[src/rtl/usb_tok_pkg.sv]
package usb_tok_pkg;

    // Line-state code presented per bit time
    typedef enum logic [1:0] {
        LS_D0  = 2'b00,
        LS_D1  = 2'b01,
        LS_SE0 = 2'b10
    } line_e;

    // Packet segment currently being sent
    typedef enum logic [2:0] {
        SEG_SYNC = 3'd0,
        SEG_PID  = 3'd1,
        SEG_CHK  = 3'd2,
        SEG_DATA = 3'd3,
        SEG_CRC  = 3'd4,
        SEG_SE0  = 3'd5,
        SEG_J    = 3'd6
    } seg_e;

endpackage

[src/rtl/usb_crc5_step.sv]
// One serial step of the token CRC: shift the register left and fold in the
// generator when the incoming bit differs from the register MSB.
module usb_crc5_step #(
    parameter int               CRC_W    = 5,
    parameter logic [CRC_W-1:0] CRC_POLY = 5'b00101
) (
    input  logic [CRC_W-1:0] crc_i,
    input  logic             bit_i,
    output logic [CRC_W-1:0] crc_o
);
    logic fb;

    always_comb begin
        fb    = bit_i ^ crc_i[CRC_W-1];
        crc_o = {crc_i[CRC_W-2:0], 1'b0} ^ (fb ? CRC_POLY : '0);
    end
endmodule

[src/rtl/usb_tok_seg_decode.sv]
// Maps the packet bit index onto the segment and the offset within it.
module usb_tok_seg_decode
    import usb_tok_pkg::*;
#(
    parameter int SYNC_W   = 8,
    parameter int PID_W    = 4,
    parameter int PAY_W    = 11,
    parameter int CRC_W    = 5,
    parameter int SE0_BITS = 2,
    parameter int IDX_W    = 6
) (
    input  logic [IDX_W-1:0] idx,
    output seg_e             seg,
    output logic [IDX_W-1:0] off
);
    localparam int B_PID  = SYNC_W;
    localparam int B_CHK  = B_PID + PID_W;
    localparam int B_DATA = B_CHK + PID_W;
    localparam int B_CRC  = B_DATA + PAY_W;
    localparam int B_SE0  = B_CRC + CRC_W;
    localparam int B_J    = B_SE0 + SE0_BITS;

    int pos;
    int base;

    always_comb begin
        pos = int'(idx);
        if (pos < B_PID) begin
            seg  = SEG_SYNC;
            base = 0;
        end else if (pos < B_CHK) begin
            seg  = SEG_PID;
            base = B_PID;
        end else if (pos < B_DATA) begin
            seg  = SEG_CHK;
            base = B_CHK;
        end else if (pos < B_CRC) begin
            seg  = SEG_DATA;
            base = B_DATA;
        end else if (pos < B_SE0) begin
            seg  = SEG_CRC;
            base = B_CRC;
        end else if (pos < B_J) begin
            seg  = SEG_SE0;
            base = B_SE0;
        end else begin
            seg  = SEG_J;
            base = B_J;
        end
        off = IDX_W'(pos - base);
    end
endmodule

[src/rtl/usb_tok_bit_sel.sv]
// Picks the line-state code of the current bit from the latched fields.
module usb_tok_bit_sel
    import usb_tok_pkg::*;
#(
    parameter int SYNC_W = 8,
    parameter int PID_W  = 4,
    parameter int PAY_W  = 11,
    parameter int CRC_W  = 5,
    parameter int IDX_W  = 6
) (
    input  seg_e             seg,
    input  logic [IDX_W-1:0] off,
    input  logic [PID_W-1:0] pid,
    input  logic [PAY_W-1:0] pay,
    input  logic [CRC_W-1:0] crc,
    output line_e            line
);
    localparam int PID_IW = $clog2(PID_W);
    localparam int PAY_IW = $clog2(PAY_W);
    localparam int CRC_IW = $clog2(CRC_W);

    logic [PID_IW-1:0] off_pid;
    logic [PAY_IW-1:0] off_pay;
    logic [CRC_IW-1:0] off_crc;
    logic              bit_v;

    assign off_pid = off[PID_IW-1:0];
    assign off_pay = off[PAY_IW-1:0];
    // CRC leaves MSB first, so count down from the top bit
    assign off_crc = CRC_IW'(CRC_W - 1) - off[CRC_IW-1:0];

    always_comb begin
        bit_v = 1'b1;
        line  = LS_D1;
        unique case (seg)
            SEG_SYNC: bit_v = (off == IDX_W'(SYNC_W - 1));
            SEG_PID:  bit_v = pid[off_pid];
            SEG_CHK:  bit_v = ~pid[off_pid];
            SEG_DATA: bit_v = pay[off_pay];
            SEG_CRC:  bit_v = ~crc[off_crc];
            default:  bit_v = 1'b1;
        endcase
        if (seg == SEG_SE0) line = LS_SE0;
        else                line = bit_v ? LS_D1 : LS_D0;
    end
endmodule

[src/rtl/usb_token_serializer.sv]
module usb_token_serializer
    import usb_tok_pkg::*;
#(
    parameter int               SYNC_W   = 8,
    parameter int               PID_W    = 4,
    parameter int               ADDR_W   = 7,
    parameter int               EP_W     = 4,
    parameter int               CRC_W    = 5,
    parameter logic [CRC_W-1:0] CRC_POLY = 5'b00101,
    parameter int               SE0_BITS = 2,
    parameter logic [PID_W-1:0] SOF_PID  = 4'b0101
) (
    input  logic                   clk,
    input  logic                   rst_n,
    input  logic                   start,
    input  logic [PID_W-1:0]       pid,
    input  logic [ADDR_W-1:0]      dev_addr,
    input  logic [EP_W-1:0]        ep_num,
    input  logic [ADDR_W+EP_W-1:0] frame_num,
    output logic [1:0]             line_state,
    output logic                   busy
);
    localparam int PAY_W    = ADDR_W + EP_W;
    localparam int PKT_BITS = SYNC_W + 2 * PID_W + PAY_W + CRC_W + SE0_BITS + 1;
    localparam int IDX_W    = $clog2(PKT_BITS);
    localparam logic [IDX_W-1:0] LAST_IDX = IDX_W'(PKT_BITS - 1);

    typedef struct packed {
        logic             busy;
        logic [IDX_W-1:0] idx;
        logic [PID_W-1:0] pid;
        logic [PAY_W-1:0] pay;
        logic [CRC_W-1:0] crc;
    } st_t;

    st_t        st_d, st_q;
    seg_e       seg;
    logic [IDX_W-1:0] seg_off;
    line_e      cur_line;
    logic [CRC_W-1:0] crc_next;

    usb_tok_seg_decode #(
        .SYNC_W(SYNC_W), .PID_W(PID_W), .PAY_W(PAY_W),
        .CRC_W(CRC_W), .SE0_BITS(SE0_BITS), .IDX_W(IDX_W)
    ) u_seg (
        .idx(st_q.idx),
        .seg(seg),
        .off(seg_off)
    );

    usb_tok_bit_sel #(
        .SYNC_W(SYNC_W), .PID_W(PID_W), .PAY_W(PAY_W),
        .CRC_W(CRC_W), .IDX_W(IDX_W)
    ) u_sel (
        .seg (seg),
        .off (seg_off),
        .pid (st_q.pid),
        .pay (st_q.pay),
        .crc (st_q.crc),
        .line(cur_line)
    );

    usb_crc5_step #(
        .CRC_W(CRC_W), .CRC_POLY(CRC_POLY)
    ) u_crc (
        .crc_i(st_q.crc),
        .bit_i(cur_line == LS_D1),
        .crc_o(crc_next)
    );

    always_comb begin
        st_d = st_q;
        if (!st_q.busy) begin
            if (start) begin
                st_d.busy = 1'b1;
                st_d.idx  = '0;
                st_d.pid  = pid;
                st_d.pay  = (pid == SOF_PID) ? frame_num : {ep_num, dev_addr};
                st_d.crc  = '1;
            end
        end else begin
            if (seg == SEG_DATA) st_d.crc = crc_next;
            if (st_q.idx == LAST_IDX) begin
                st_d.busy = 1'b0;
                st_d.idx  = '0;
            end else begin
                st_d.idx = st_q.idx + 1'b1;
            end
        end
    end

    always_ff @(posedge clk or negedge rst_n) begin
        if (!rst_n) st_q <= '0;
        else        st_q <= st_d;
    end

    assign busy       = st_q.busy;
    assign line_state = st_q.busy ? cur_line : LS_D1;


    start_accept_chk: assert property (@(posedge clk) disable iff (!rst_n)
        (start && !busy) |=> busy);


    crc_seed_chk: assert property (@(posedge clk) disable iff (!rst_n)
        $rose(busy) |-> (st_q.crc == '1));


    eop_tail_chk: assert property (@(posedge clk) disable iff (!rst_n)
        (line_state == LS_SE0 && $past(line_state) == LS_SE0) |=> (line_state == LS_D1));


    busy_fall_chk: assert property (@(posedge clk) disable iff (!rst_n)
        $fell(busy) |-> ($past(line_state) == LS_D1 && $past(line_state, 2) == LS_SE0));


    hold_fields_chk: assert property (@(posedge clk) disable iff (!rst_n)
        (busy && start) |=> ($stable(st_q.pid) && $stable(st_q.pay)));


    no_early_se0_chk: assert property (@(posedge clk) disable iff (!rst_n)
        (busy && seg != SEG_SE0) |-> (line_state != LS_SE0));

endmodule

[config.mk]
export PLATFORM = sky130hd
export DESIGN_NAME = usb_token_serializer
export DESIGN_NICKNAME = d
export VERILOG_FILES = /design/src/rtl/usb_tok_pkg.sv /design/src/rtl/usb_crc5_step.sv /design/src/rtl/usb_tok_seg_decode.sv /design/src/rtl/usb_tok_bit_sel.sv /design/src/rtl/usb_token_serializer.sv
export SDC_FILE = /design/constraint.sdc
export NUM_CORES = 1
export LEC_CHECK = 0
export BUFFER_PORTS_ARGS = -buffer_cell sky130_fd_sc_hd__buf_4
export CAP_MARGIN = 0
export CORE_ASPECT_RATIO = 0.6
export CORE_MARGIN = 4
export CORE_UTILIZATION = 40
export DETAILED_ROUTE_END_ITERATION = 12
export HOLD_SLACK_MARGIN = 0.08
export PLACE_DENSITY = 0.63
export SLEW_MARGIN = 20
export SYNTH_ARGS = -nofsm -noshare
export SYNTH_HDL_FRONTEND = slang
export SYNTH_HIERARCHICAL = 1
export SYNTH_SLANG_ARGS = --single-unit
export TNS_END_PERCENT = 100
[constraint.sdc]
create_clock -name clk -period 5.3 [get_ports clk]
set_input_delay 1.59 -clock clk [delete_from_list [all_inputs] [get_ports clk]]
set_output_delay 1.59 -clock clk [all_outputs]
set_load 0.005 [all_outputs]
==> results of run 1 <==
==> placed cells by master, fill, tap and decap left out, drive strengths merged, types with 4 or more instances in the layout <==
| master | instances |
|---|---|
| a21oi | 5 |
| mux4 | 4 |
| nand2 | 30 |
| nand2b | 4 |
| mux2i | 18 |
| dfrtp | 27 |
| inv | 10 |
| o21ai | 20 |
| xnor2 | 4 |
| mux2 | 4 |
| buf | 37 |
| nor2 | 8 |
| ha | 8 |
==> cell usage after synthesis (2+ instances only) <==
| cell type | count | area, sq um |
|---|---|---|
| sky130_fd_sc_hd__nand2_1 | 30 | 113 |
| sky130_fd_sc_hd__nand3b_1 | 3 | 22.5 |
| sky130_fd_sc_hd__buf_2 | 5 | 25.0 |
| sky130_fd_sc_hd__o21ai_0 | 5 | 25.0 |
| sky130_fd_sc_hd__mux2_1 | 2 | 22.5 |
| sky130_fd_sc_hd__o21ai_1 | 13 | 65.1 |
| sky130_fd_sc_hd__mux4_2 | 2 | 45.0 |
| sky130_fd_sc_hd__a31oi_1 | 2 | 12.5 |
| sky130_fd_sc_hd__nor2b_1 | 2 | 12.5 |
| sky130_fd_sc_hd__mux2i_1 | 18 | 180 |
| sky130_fd_sc_hd__xor2_1 | 3 | 26.3 |
| sky130_fd_sc_hd__a21oi_1 | 5 | 25.0 |
| sky130_fd_sc_hd__dfrtp_1 | 27 | 676 |
| sky130_fd_sc_hd__nand3_1 | 3 | 15.0 |
| sky130_fd_sc_hd__buf_6 | 2 | 22.5 |
| sky130_fd_sc_hd__buf_4 | 5 | 37.5 |
| sky130_fd_sc_hd__mux2_2 | 2 | 22.5 |
| sky130_fd_sc_hd__xnor2_1 | 4 | 35.0 |
| sky130_fd_sc_hd__nand4b_1 | 2 | 17.5 |
| sky130_fd_sc_hd__ha_1 | 8 | 100 |
| sky130_fd_sc_hd__or4b_1 | 2 | 20.0 |
| sky130_fd_sc_hd__nor2_1 | 8 | 30.0 |
| sky130_fd_sc_hd__inv_1 | 9 | 33.8 |
| sky130_fd_sc_hd__o211ai_1 | 2 | 15.0 |
| sky130_fd_sc_hd__mux4_1 | 2 | 52.6 |
| sky130_fd_sc_hd__nand2b_1 | 4 | 25.0 |
==> worst reg2reg max path, cell delays in order (launching register included) <==
cell and delay [ns]:
sky130_fd_sc_hd__dfrtp_1 0.49, sky130_fd_sc_hd__a21oi_1 0.16, sky130_fd_sc_hd__o21bai_2 0.30, sky130_fd_sc_hd__a21boi_1 0.28
sky130_fd_sc_hd__fa_1 0.46, sky130_fd_sc_hd__inv_1 0.10, sky130_fd_sc_hd__buf_4 0.15, sky130_fd_sc_hd__ha_1 0.14
sky130_fd_sc_hd__or4bb_1 0.46, sky130_fd_sc_hd__o21ai_0 0.16, sky130_fd_sc_hd__nand3b_1 0.10, sky130_fd_sc_hd__nand4_1 0.11
sky130_fd_sc_hd__nor2b_1 0.26, sky130_fd_sc_hd__xor3_1 0.35, sky130_fd_sc_hd__mux2i_1 0.14, sky130_fd_sc_hd__nand2_1 0.07
==> per-stage QoR <==
step,hold slack [ns],util [%],instances,power [uW],area [sq um]
finish,0.484,48.8,286,420,2240
CTS,0.492,48.7,286,429,2230
global placement,0.468,47.7,282,306,2190
detailed placement,0.468,47.7,282,307,2190
global route,0.512,48.8,286,447,2240
floorplan,0.442,-,194,291,1920
==> cell families (layout without fill, tap and decap cells) <==
group | after synthesis | count (layout) | share of synthesized area (%)
AND/OR/NAND/NOR | 65 | 65 | 18.3
flip-flops | 27 | 27 | 35.2
XOR/XNOR | 8 | 8 | 4.44
multiplexers | 26 | 26 | 16.8
buffers and inverters | 22 | 51 | 6.40
AO/OA/AOI/OAI | 37 | 37 | 12.5
adder cells (fa/ha/maj) | 9 | 9 | 6.27
==> cell type report <==
cell class | instances | area share, %
inverter | 10 | 1.68
clock inverter | 1 | 0.224
sequential | 27 | 30.2
timing repair buffer | 37 | 12.4
clock buffer | 3 | 1.84
tap | 63 | 3.52
multi-input combinational | 145 | 50.1
==> worst min path at each step <==
stage	from	cells after the start	end
floorplan	st_q[5]	2	st_q[5]
global placement	st_q[5]	2	st_q[5]
detailed placement	st_q[5]	2	st_q[5]
CTS	st_q[5]	2	st_q[5]
global route	st_q[5]	2	st_q[5]
finish	st_q[5]	2	st_q[5]
==> routing by layer <==
metal	vias to the layer above	share of wire (%)	wire [um]	global-route usage [%]
li1	749	-	-	-
met2	18	41	1580	18.3
met5	-	0	0	0
met4	0	0.57	22	2.96
met3	2	3.2	123	3.17
met1	700	55	2110	21.3
==> state kept, by name, summed over array words and instances, names as in the netlist <==
signal and cells:
busy 1, st_q 26
==> repair_timing <==
action	CTS	global route
buffers inserted	0	0
hold buffers	0	0
gates resized for setup	0	2
endpoints found under the setup margin	0	1
==> report_power, final <==
| group | leakage (uW) | internal (uW) | total [uW] | switching, uW |
|---|---|---|---|---|
| logic | 0.000646 | 41.9 | 65.1 | 23.3 |
| clock network | 0.0000255 | 52.7 | 118 | 65.1 |
| registers | 0.000334 | 224 | 237 | 12.9 |
| total | 0.00101 | 319 | 420 | 101 |
==> summary.md, run 1 <==
| Metric | Value |
|---|---|
| Clk Tree Root Cell | `sky130_fd_sc_hd__clkbuf_8` |
| Clock latency on the worst-skew pair | `0.27 ns` |
| Die Y-Extent | `61.6 um` |
| Footprint of the multi-input gates | `0.00112 sq mm` |
| CTS clk-pin slew, worst paths | `0.10 ns` |
| Capturing point of the worst reg2reg path | `st_q[2]` |
| Initial antenna violation count | `0` |
| Number of diodes | `0` |
| Element type at the critical path end | `primary output` |
| Net count of the mapped netlist | `232` |
| RSZ-0062 raised after global routing | `false` |
| Final period util | `94.8%` |
| WS Path Type | `flip-flop to primary output` |
| Port Buffer Count | `31` |
| Clock tree from TritonCTS | `done` |
| Average vias per placed instance | `5.14` |
| Global-route wire length before repair | `6440 um` |
| Number of global-route vias before repair | `1,303` |
| Post-synthesis sequential area ratio | `35.2%` |
| Count of nets left with antenna violations after detail routing | `0` |
| EDFF count, synth | `0` |
| Worst setup path start | `st_q[20]` |
| Number of vias in the routed layout | `1,469` |
| Length in cells of the worst reg-to-reg path | `15` |
| Status | `completed` |
| Power per unit of standard cell area | `188 mW/mm^2` |
| Worst setup path end | `line_state[0]` |
| Leakage Power | `0.00101 uW` |
| Achievable Freq | `199 MHz` |
| All-layer global routing usage | `13.5%` |
| Pre-Repair DR Iteration Count | `4` |
| Launch point of the worst reg-to-reg path | `st_q[20]` |
| Area of the core region | `0.00459 sq mm` |
| Dpl hpwl | `2910 um` |
| CTS Buf Count | `3` |
| DR iter-0 viols | `70` |
| Maximum number of pins on one net before global-route repair | `32` |
| Weighted congestion at the end of routability-driven global placement | `0.825` |
| Initial Util | `41.8%` |
| Family with the most delay on the worst path | `simple AND/OR/NAND/NOR gates` |
| Die Footprint | `0.00600 sq mm` |
| Final Worst Setup Slack | `0.273 ns` |
| Async SR Flop Fraction | `100%` |
| Final critical delay including setup and external delays | `5.03 ns` |
| Fin nets | `262` |
| Cells after synthesis | `194` |
| Actual slew at the worst max-slew pin | `0.856 ns` |
| Count of final hold-check violations | `0` |
| Number of buffer and inverter instances along the worst setup path | `3` |
| Predominant post-synthesis flop cell | `sky130_fd_sc_hd__dfrtp_1` |
| Critical path's most frequent cell | `sky130_fd_sc_hd__inv_1` |
| Layout Area Growth over Synthesis | `16.8%` |
| Grt total ovfl | `0` |
| Number of primary I/O pins | `32` |
| Number of rows in the core area | `19` |
| Average wire per standard cell | `13.4 um` |
| Cell depth of the worst setup path | `13` |
| Flop and latch count out of synthesis | `27` |
| CTS sink count | `27` |
| Startpoint types | `flip-flop` |
| Fillers | `439` |
| Max VDD drop | `0.118 mV` |
| Synth unique cells | `50` |
| Worst-path cell chain | `a21oi_1 -> o21bai_2 -> a21boi_1 -> fa_1 -> inv_1 -> inv_1 -> ha_1 -> xnor2_1 -> or4b_1 -> nand4b_1 -> nand4_1 -> nand2b_1 -> buf_4` |
| Rel. slew slack | `42.5%` |
| Final setup violation count | `0` |
| Total Neg Setup Slack | `0 ns` |
| Max_cap viols | `0` |
| Highest cell delay on the worst timing path | `0.49 ns` |
| Share of post-route cells with drive strength above 1 | `23.8%` |
| Mapped cell area | `0.00192 sq mm` |
| Max Root-Sink Buffers | `2` |
| WP data required | `3.71 ns` |
| Total Routed Length | `3840 um` |
| Cell with the biggest individual delay on the critical path | `sky130_fd_sc_hd__dfrtp_1` |
| Setup WS pre-CTS | `0.408 ns` |
| Crit path DAT | `3.44 ns` |
| Classification of the worst-slack hold path | `flip-flop to flip-flop` |
| Sequential cell area | `676 sq um` |
| Final Skew | `0.00466 ns` |
| H-Tree Level Count | `1` |
| Largest fanout on the critical path | `9` |
| Worst-case register-to-register setup slack | `1.46 ns` |
| Remaining routing DRC violations | `0` |
| Die boundary width | `97.4 um` |
| Number of pins with negative max-slew slack in the final report | `0` |
| Count of yosys warnings during synthesis | `6` |
| Synthesized area per cell | `9.88 sq um` |
Note: power is estimated with default switching activity, not from simulation.
==> run 2: changes to the inputs <==
PLACE_DENSITY = 0.65   (was 0.63)
clock period = 4.1 ns   (was 5.3 ns; I/O delays follow)
==> summary.md, run 2 (synthesis results as in run 1) <==
| Metric | Value |
|---|---|
| Highest cell delay on the worst timing path | `0.48 ns (about the same)` |
| Area of the core region | `0.00459 sq mm (unchanged)` |
| Pre-Repair DR Iteration Count | `4 (unchanged)` |
| Failing checks | `setup timing` |
| Worst-case register-to-register setup slack | `0.41 ns (-1.05 ns)` |
| Element type at the critical path end | `primary output` |
| Actual slew at the worst max-slew pin | `0.639 ns (-0.217 ns)` |
| Comb power frac | `15.7% (+0.2 points)` |
| Leakage Power | `0.00111 uW (+11%)` |
| Count of nets left with antenna violations after detail routing | `0 (unchanged)` |
| Max_cap viols | `0 (unchanged)` |
| Switch Pwr | `141 uW (+40%)` |
| Max VDD drop | `0.203 mV (+71%)` |
| Die boundary width | `97.4 um (unchanged)` |
| Rel. slew slack | `57.4% (+15 points)` |
| Power per unit of standard cell area | `228 mW/mm^2 (+22%)` |
| Classification of the worst-slack hold path | `flip-flop to flip-flop` |
| Power share of the clock group | `29.4% (+1.3 points)` |
| Clock tree from TritonCTS | `done` |
| Fin nets | `279 (+6.5%)` |
| Final setup violation count | `1 (+1)` |
| Overall power | `558 uW (+33%)` |
| Number of buffer and inverter instances along the worst setup path | `3 (unchanged)` |
| Achievable Freq | `229 MHz` |
| Grt total ovfl | `0 (unchanged)` |
| Crit path DAT | `3.14 ns (-0.30 ns)` |
| Initial Util | `41.8% (unchanged)` |
| Weighted congestion at the end of routability-driven global placement | `0.789 (-4.4%)` |
| CTS sink count | `27 (unchanged)` |
| H-Tree Level Count | `1 (unchanged)` |
| Initial antenna violation count | `0 (unchanged)` |
| Max Root-Sink Buffers | `2 (unchanged)` |
| Most common cell after layout, fill and taps aside | `sky130_fd_sc_hd__buf_4` |
| Fillers | `412 (-6.2%)` |
| RSZ-0062 raised after global routing | `true` |
| Worst-path cell chain | `a21oi_4 -> nor4b_4 -> ha_2 -> fa_1 -> inv_2 -> buf_4 -> ha_1 -> or4bb_1 -> o21ai_1 -> nand3b_1 -> nand4_1 -> nand2b_4 -> buf_6` |
| Final critical delay including setup and external delays | `4.37 ns` |
| Number of primary I/O pins | `32 (unchanged)` |
| Number of vias in the routed layout | `1,517 (+3.3%)` |
| Dpl hpwl | `3220 um (+11%)` |
| Average wire per standard cell | `13.9 um (+3.6%)` |
| Worst setup path end | `line_state[0]` |
| Top library cells by usage in the layout, fill and taps aside | `52 x sky130_fd_sc_hd__buf_4, 30 x sky130_fd_sc_hd__nand2_1, 23 x sky130_fd_sc_hd__dfrtp_1` |
| Startpoint types | `flip-flop` |
| Launch point of the worst reg-to-reg path | `st_q[20]` |
| Clock latency on the worst-skew pair | `0.28 ns (about the same)` |
| Setup WS pre-CTS | `-0.117 ns (-0.525 ns)` |
| Status | `finished with violations` |
| Final Skew | `0.00233 ns (-0.00233 ns)` |
| Die Footprint | `0.00600 sq mm (unchanged)` |
| Length in cells of the worst reg-to-reg path | `16 (+1)` |
| Capturing point of the worst reg2reg path | `st_q[2]` |
| Remaining routing DRC violations | `0 (unchanged)` |
| WS Path Type | `flip-flop to primary output` |
| Share of post-route cells with drive strength above 1 | `34.2% (+10 points)` |
| Total Routed Length | `4210 um (+9.7%)` |
| Max reg flops | `26 (unchanged)` |
| DR iter-0 viols | `49 (-30%)` |
| Final period util | `107%` |
| WP data required | `2.87 ns (-0.84 ns)` |
| CTS clk-pin slew, worst paths | `0.10 ns (about the same)` |
| Worst setup path start | `st_q[20]` |
| Most flops, register | `st_q` |
| Number of pins with negative max-slew slack in the final report | `0 (unchanged)` |
| Cell with the biggest individual delay on the critical path | `sky130_fd_sc_hd__or4bb_1` |
| Pint | `417 uW (+31%)` |
| Largest fanout on the critical path | `3 (-6)` |
| Final cell utilization of the core | `53.3% (+4.6 points)` |
| Number of diodes | `0 (unchanged)` |
| Sw frac | `25.3% (+1.2 points)` |
| Die Y-Extent | `61.6 um (unchanged)` |
| Family with the most delay on the worst path | `simple AND/OR/NAND/NOR gates` |
| CTS Buf Count | `3 (unchanged)` |
| Clk Tree Root Cell | `sky130_fd_sc_hd__clkbuf_8` |
| Port Buffer Count | `31 (unchanged)` |
| Total instance count after detailed placement | `294 (+4.3%)` |
| Global-route wire length before repair | `6800 um (+5.6%)` |
| Final Worst Setup Slack | `-0.270 ns (-0.543 ns)` |
| Number of rows in the core area | `19 (unchanged)` |
| Layout Area Growth over Synthesis | `27.7%` |
| All-layer global routing usage | `14.4% (+0.92 points)` |
| Count of final hold-check violations | `0 (unchanged)` |
| Final instance count without filler cells | `303 (+5.9%)` |
| Share of power burned in registers | `54.9% (-1.5 points)` |
| Cell depth of the worst setup path | `13 (unchanged)` |
| Maximum number of pins on one net before global-route repair | `28 (-13%)` |
| Number of global-route vias before repair | `1,388 (+6.5%)` |
| Average vias per placed instance | `5.01 (-2.5%)` |
-- run 2: routing by layer --
metal  vias up  routed length [um]  global-route usage, %
met5         -                   0                      0
met2        15                1830                   21.6
li1        787                   -                      -
met1       711                2230                   21.2
met4         0                  42                   4.14
met3         4                 108                   2.83
-- run 2: area by class of cell --
type	count	area [sq um]	share of cell area [%]
multi-input cells	145	1180	48.2
repair buffers	54	422	17.2
clock inverters	1	8.76	0.358
clock buffers	3	41.3	1.69
well taps	63	78.8	3.22
inverters	10	37.5	1.53
flip-flops and latches	27	681	27.8
-- run 2: worst min path at each step --
stage	end	slack [ns]	cells after the start	startpoint
floorplan	st_q[5]	0.44	2	st_q[5]
global placement	st_q[5]	0.46	2	st_q[5]
detailed placement	st_q[11]	0.47	2	st_q[11]
CTS	st_q[11]	0.50	2	st_q[11]
global route	st_q[5]	0.53	2	st_q[5]
finish	st_q[11]	0.49	2	st_q[11]
-- run 2: stage by stage --
stage / TNS, ns / hold slack (ns) / area (sq um)
5_1_grt: -0.391 / 0.529 / 2450
3_5_place_dp: -0.117 / 0.473 / 2300
2_1_floorplan: 0 / 0.442 / 1920
3_3_place_gp: -0.00935 / 0.463 / 2300
6_report: -0.270 / 0.494 / 2450
4_1_cts: -0.297 / 0.497 / 2410
-- run 2: power groups by stage --
stage	registers [uW]	clock network [uW]	logic, uW
detailed placement	312	0	86.8
CTS	306	170	87.2
floorplan	306	0	69.9
finish	307	164	87.5
global route	309	177	98.4
global placement	311	0	84.5
-- run 2: worst register-to-register path, cell delays in order (launching register included) --
cell and delay (ns):
sky130_fd_sc_hd__dfrtp_1 0.41, sky130_fd_sc_hd__a21oi_4 0.10, sky130_fd_sc_hd__nor4b_4 0.26, sky130_fd_sc_hd__ha_2 0.23, sky130_fd_sc_hd__fa_1 0.43, sky130_fd_sc_hd__inv_2 0.09, sky130_fd_sc_hd__buf_4 0.10, sky130_fd_sc_hd__ha_1 0.13
sky130_fd_sc_hd__or4bb_1 0.48, sky130_fd_sc_hd__o21ai_1 0.17, sky130_fd_sc_hd__nand3b_1 0.10, sky130_fd_sc_hd__nand4_1 0.13, sky130_fd_sc_hd__buf_4 0.12, sky130_fd_sc_hd__nor2b_1 0.24, sky130_fd_sc_hd__xor3_1 0.37, sky130_fd_sc_hd__mux2i_1 0.13
sky130_fd_sc_hd__nand2_1 0.07
-- run 2: repair_timing --
action,CTS,global route
pin swaps,7,8
buffers inserted,3,3
hold buffers,0,0
gates resized for setup,11,6
setup endpoints to repair,1,1
==> run 3: changes to the inputs <==
CORE_UTILIZATION = 26   (was 40)
GPL_ROUTABILITY_DRIVEN = 0   (was not set)
PLACE_DENSITY = 0.48   (was 0.65)
==> summary.md, run 3 (synthesis results as in run 1) <==
| Metric | Value |
|---|---|
| Achievable Freq | `232 MHz (+1.3%)` |
| Max reg flops | `26 (unchanged)` |
| Clock tree from TritonCTS | `done` |
| Dpl hpwl | `3390 um (+5.2%)` |
| Number of primary I/O pins | `32 (unchanged)` |
| Pre-Repair DR Iteration Count | `4 (unchanged)` |
| Pint | `479 uW (+15%)` |
| Number of rows in the core area | `23 (+4)` |
| Max Root-Sink Buffers | `2 (unchanged)` |
| Top library cells by usage in the layout, fill and taps aside | `61 x sky130_fd_sc_hd__buf_4, 30 x sky130_fd_sc_hd__nand2_1, 25 x sky130_fd_sc_hd__dfrtp_1` |
| Global-route wire length before repair | `8010 um (+18%)` |
| Fin nets | `291 (+4.3%)` |
| Final Worst Setup Slack | `-0.214 ns (+0.0556 ns)` |
| Total Neg Setup Slack | `-0.261 ns (+0.00938 ns)` |
| Max VDD drop | `0.151 mV (-25%)` |
| Initial antenna violation count | `0 (unchanged)` |
| Number of global-route vias before repair | `1,640 (+18%)` |
| Worst-case register-to-register setup slack | `0.57 ns (+0.16 ns)` |
| Switch Pwr | `145 uW (+2.3%)` |
| CTS Buf Count | `3 (unchanged)` |
| Final instance count without filler cells | `339 (+12%)` |
| H-Tree Level Count | `1 (unchanged)` |
| Status | `finished with violations` |
| WS Path Type | `flip-flop to primary output` |
| Startpoint types | `flip-flop` |
| Final cell utilization of the core | `37.8% (-16 points)` |
| End point of the most critical hold path | `st_q[8]` |
| Final period util | `105% (-1.4 points)` |
| Max_cap viols | `0 (unchanged)` |
| Comb power frac | `13.4% (-2.3 points)` |
| CTS clk-pin slew, worst paths | `0.07 ns (-0.03 ns)` |
| Number of diodes | `0 (unchanged)` |
| Power per unit of standard cell area | `239 mW/mm^2 (+4.8%)` |
| Count of cells along the worst hold path | `2 (unchanged)` |
| Die boundary width | `119 um (+22%)` |
| Length in cells of the worst reg-to-reg path | `15 (-1)` |
| Average wire per standard cell | `13.6 um (-2.3%)` |
| Failing checks | `setup timing` |
| Average vias per placed instance | `4.65 (-7.1%)` |
| Classification of the worst-slack hold path | `flip-flop to flip-flop` |
| Total Routed Length | `4600 um (+9.3%)` |
| Highest cell delay on the worst timing path | `0.47 ns (about the same)` |
| Clock latency on the worst-skew pair | `0.27 ns (about the same)` |
| Most flops, register | `st_q` |
| Count of final hold-check violations | `0 (unchanged)` |
| Actual slew at the worst max-slew pin | `0.744 ns (+0.105 ns)` |
| Count of nets left with antenna violations after detail routing | `0 (unchanged)` |
| All-layer global routing usage | `11.2% (-3.2 points)` |
| Cell with the biggest individual delay on the critical path | `sky130_fd_sc_hd__or4b_1` |
| DR iter-0 viols | `86 (+76%)` |
| Maximum number of pins on one net before global-route repair | `28 (unchanged)` |
| Final critical delay including setup and external delays | `4.31 ns (-0.0556 ns)` |
| Element type at the critical path end | `primary output` |
| Grt total ovfl | `0 (unchanged)` |
| Area of the core region | `0.00691 sq mm (+51%)` |
| Worst-path cell chain | `inv_2 -> nor4b_4 -> ha_2 -> fa_1 -> inv_2 -> inv_2 -> ha_4 -> xnor2_1 -> or4b_1 -> nand4b_1 -> nand4_1 -> nand2b_1 -> buf_4` |
| Number of pins with negative max-slew slack in the final report | `0 (unchanged)` |
| Number of vias in the routed layout | `1,577 (+4.0%)` |
| Launch point of the worst reg-to-reg path | `st_q[23]` |
| Sw frac | `23.2% (-2.1 points)` |
| CTS sink count | `27 (unchanged)` |
| Power share of the clock group | `37.5% (+8.1 points)` |
| Largest fanout on the critical path | `4 (+1)` |
| Rel. slew slack | `50.4% (-7.0 points)` |
| Final setup violation count | `2 (+1)` |
| Leakage Power | `0.00118 uW (+5.6%)` |
| Port Buffer Count | `31 (unchanged)` |
| Setup WS pre-CTS | `-0.0874 ns (+0.0297 ns)` |
| Most common cell after layout, fill and taps aside | `sky130_fd_sc_hd__buf_4` |
| Die Footprint | `0.00886 sq mm (+48%)` |
| WP data required | `2.87 ns (about the same)` |
| Final Skew | `0.00696 ns (+0.00463 ns)` |
| Capturing point of the worst reg2reg path | `st_q[2]` |
| Start point of the worst min-delay path | `st_q[8]` |
| RSZ-0062 raised after global routing | `true` |
| Crit path DAT | `3.08 ns (-0.06 ns)` |
| Share of power burned in registers | `49.1% (-5.8 points)` |
| Die Y-Extent | `74.5 um (+21%)` |
| Critical path's most frequent cell | `sky130_fd_sc_hd__inv_2` |
| Initial Util | `27.8% (-14 points)` |
| Share of post-route cells with drive strength above 1 | `37.7% (+3.5 points)` |
| Layout Area Growth over Synthesis | `36.0%` |
| Clk Tree Root Cell | `sky130_fd_sc_hd__clkbuf_16` |
| Remaining routing DRC violations | `0 (unchanged)` |
| Total instance count after detailed placement | `320 (+8.8%)` |
==> run 3: how the worst max path moves through the flow <==
| stage | start | end | slack [ns] | cells after the start |
|---|---|---|---|---|
| after global routing | st_q[23] | line_state[0] | -0.34 | 13 |
| after detailed placement | st_q[23] | line_state[0] | -0.09 | 12 |
| final | st_q[23] | line_state[0] | -0.21 | 13 |
| after global placement | st_q[23] | line_state[0] | -0.01 | 12 |
| after floorplan | st_q[23] | line_state[0] | 0.01 | 11 |
| after CTS | st_q[21] | line_state[0] | -0.21 | 12 |
==> run 3: what timing repair did <==
action	in CTS	in global routing
hold buffers	0	0
pin swaps	7	2
setup buffers	11	6
gates resized for setup	12	9
endpoints found under the setup margin	1	2
==> run 3: power by group through the flow <==
stage | registers [uW] | clock network, uW | logic (uW)
floorplan | 306 | 0 | 69.9
finish | 306 | 234 | 83.7
global placement | 312 | 0 | 84.4
global route | 310 | 253 | 95.9
CTS | 306 | 244 | 85.8
detailed placement | 312 | 0 | 85.3
==> run 3: final cells by class <==
type / count / area, sq um
Sequential cell: 27 / 678
Multi-Input combinational cell: 145 / 1180
Fill cell: 693 / 4300
Inverter: 10 / 37.5
Tap cell: 87 / 109
Clock inverter: 1 / 8.76
Timing Repair Buffer: 66 / 514
Clock buffer: 3 / 75.1
==> run 3: worst max-delay path, delay by kind of cell (launching register included) <==
family	cells	cell delay, ns
and+or+nand+nor	5	1.14
adders and majority gates	3	0.80
DFF	1	0.41
buffers and inverters	4	0.34
xor gates and xnor gates	1	0.12
==> run 3: metrics by stage <==
stage	hold slack, ns	power, uW	cell area, sq um
finish	0.484	623	2610
global route	0.521	658	2610
CTS	0.489	636	2540
detailed placement	0.471	397	2330
global placement	0.459	396	2330
floorplan	0.442	376	1920
==> run 3: metal layers <==
metal / routed length (um) / track usage [%] / vias up
li1: - / - / 808
met5: 0 / 0 / -
met2: 1930 / 17.4 / 25
met1: 2410 / 16.2 / 742
met3: 241 / 2.51 / 2
met4: 29 / 2.31 / 0
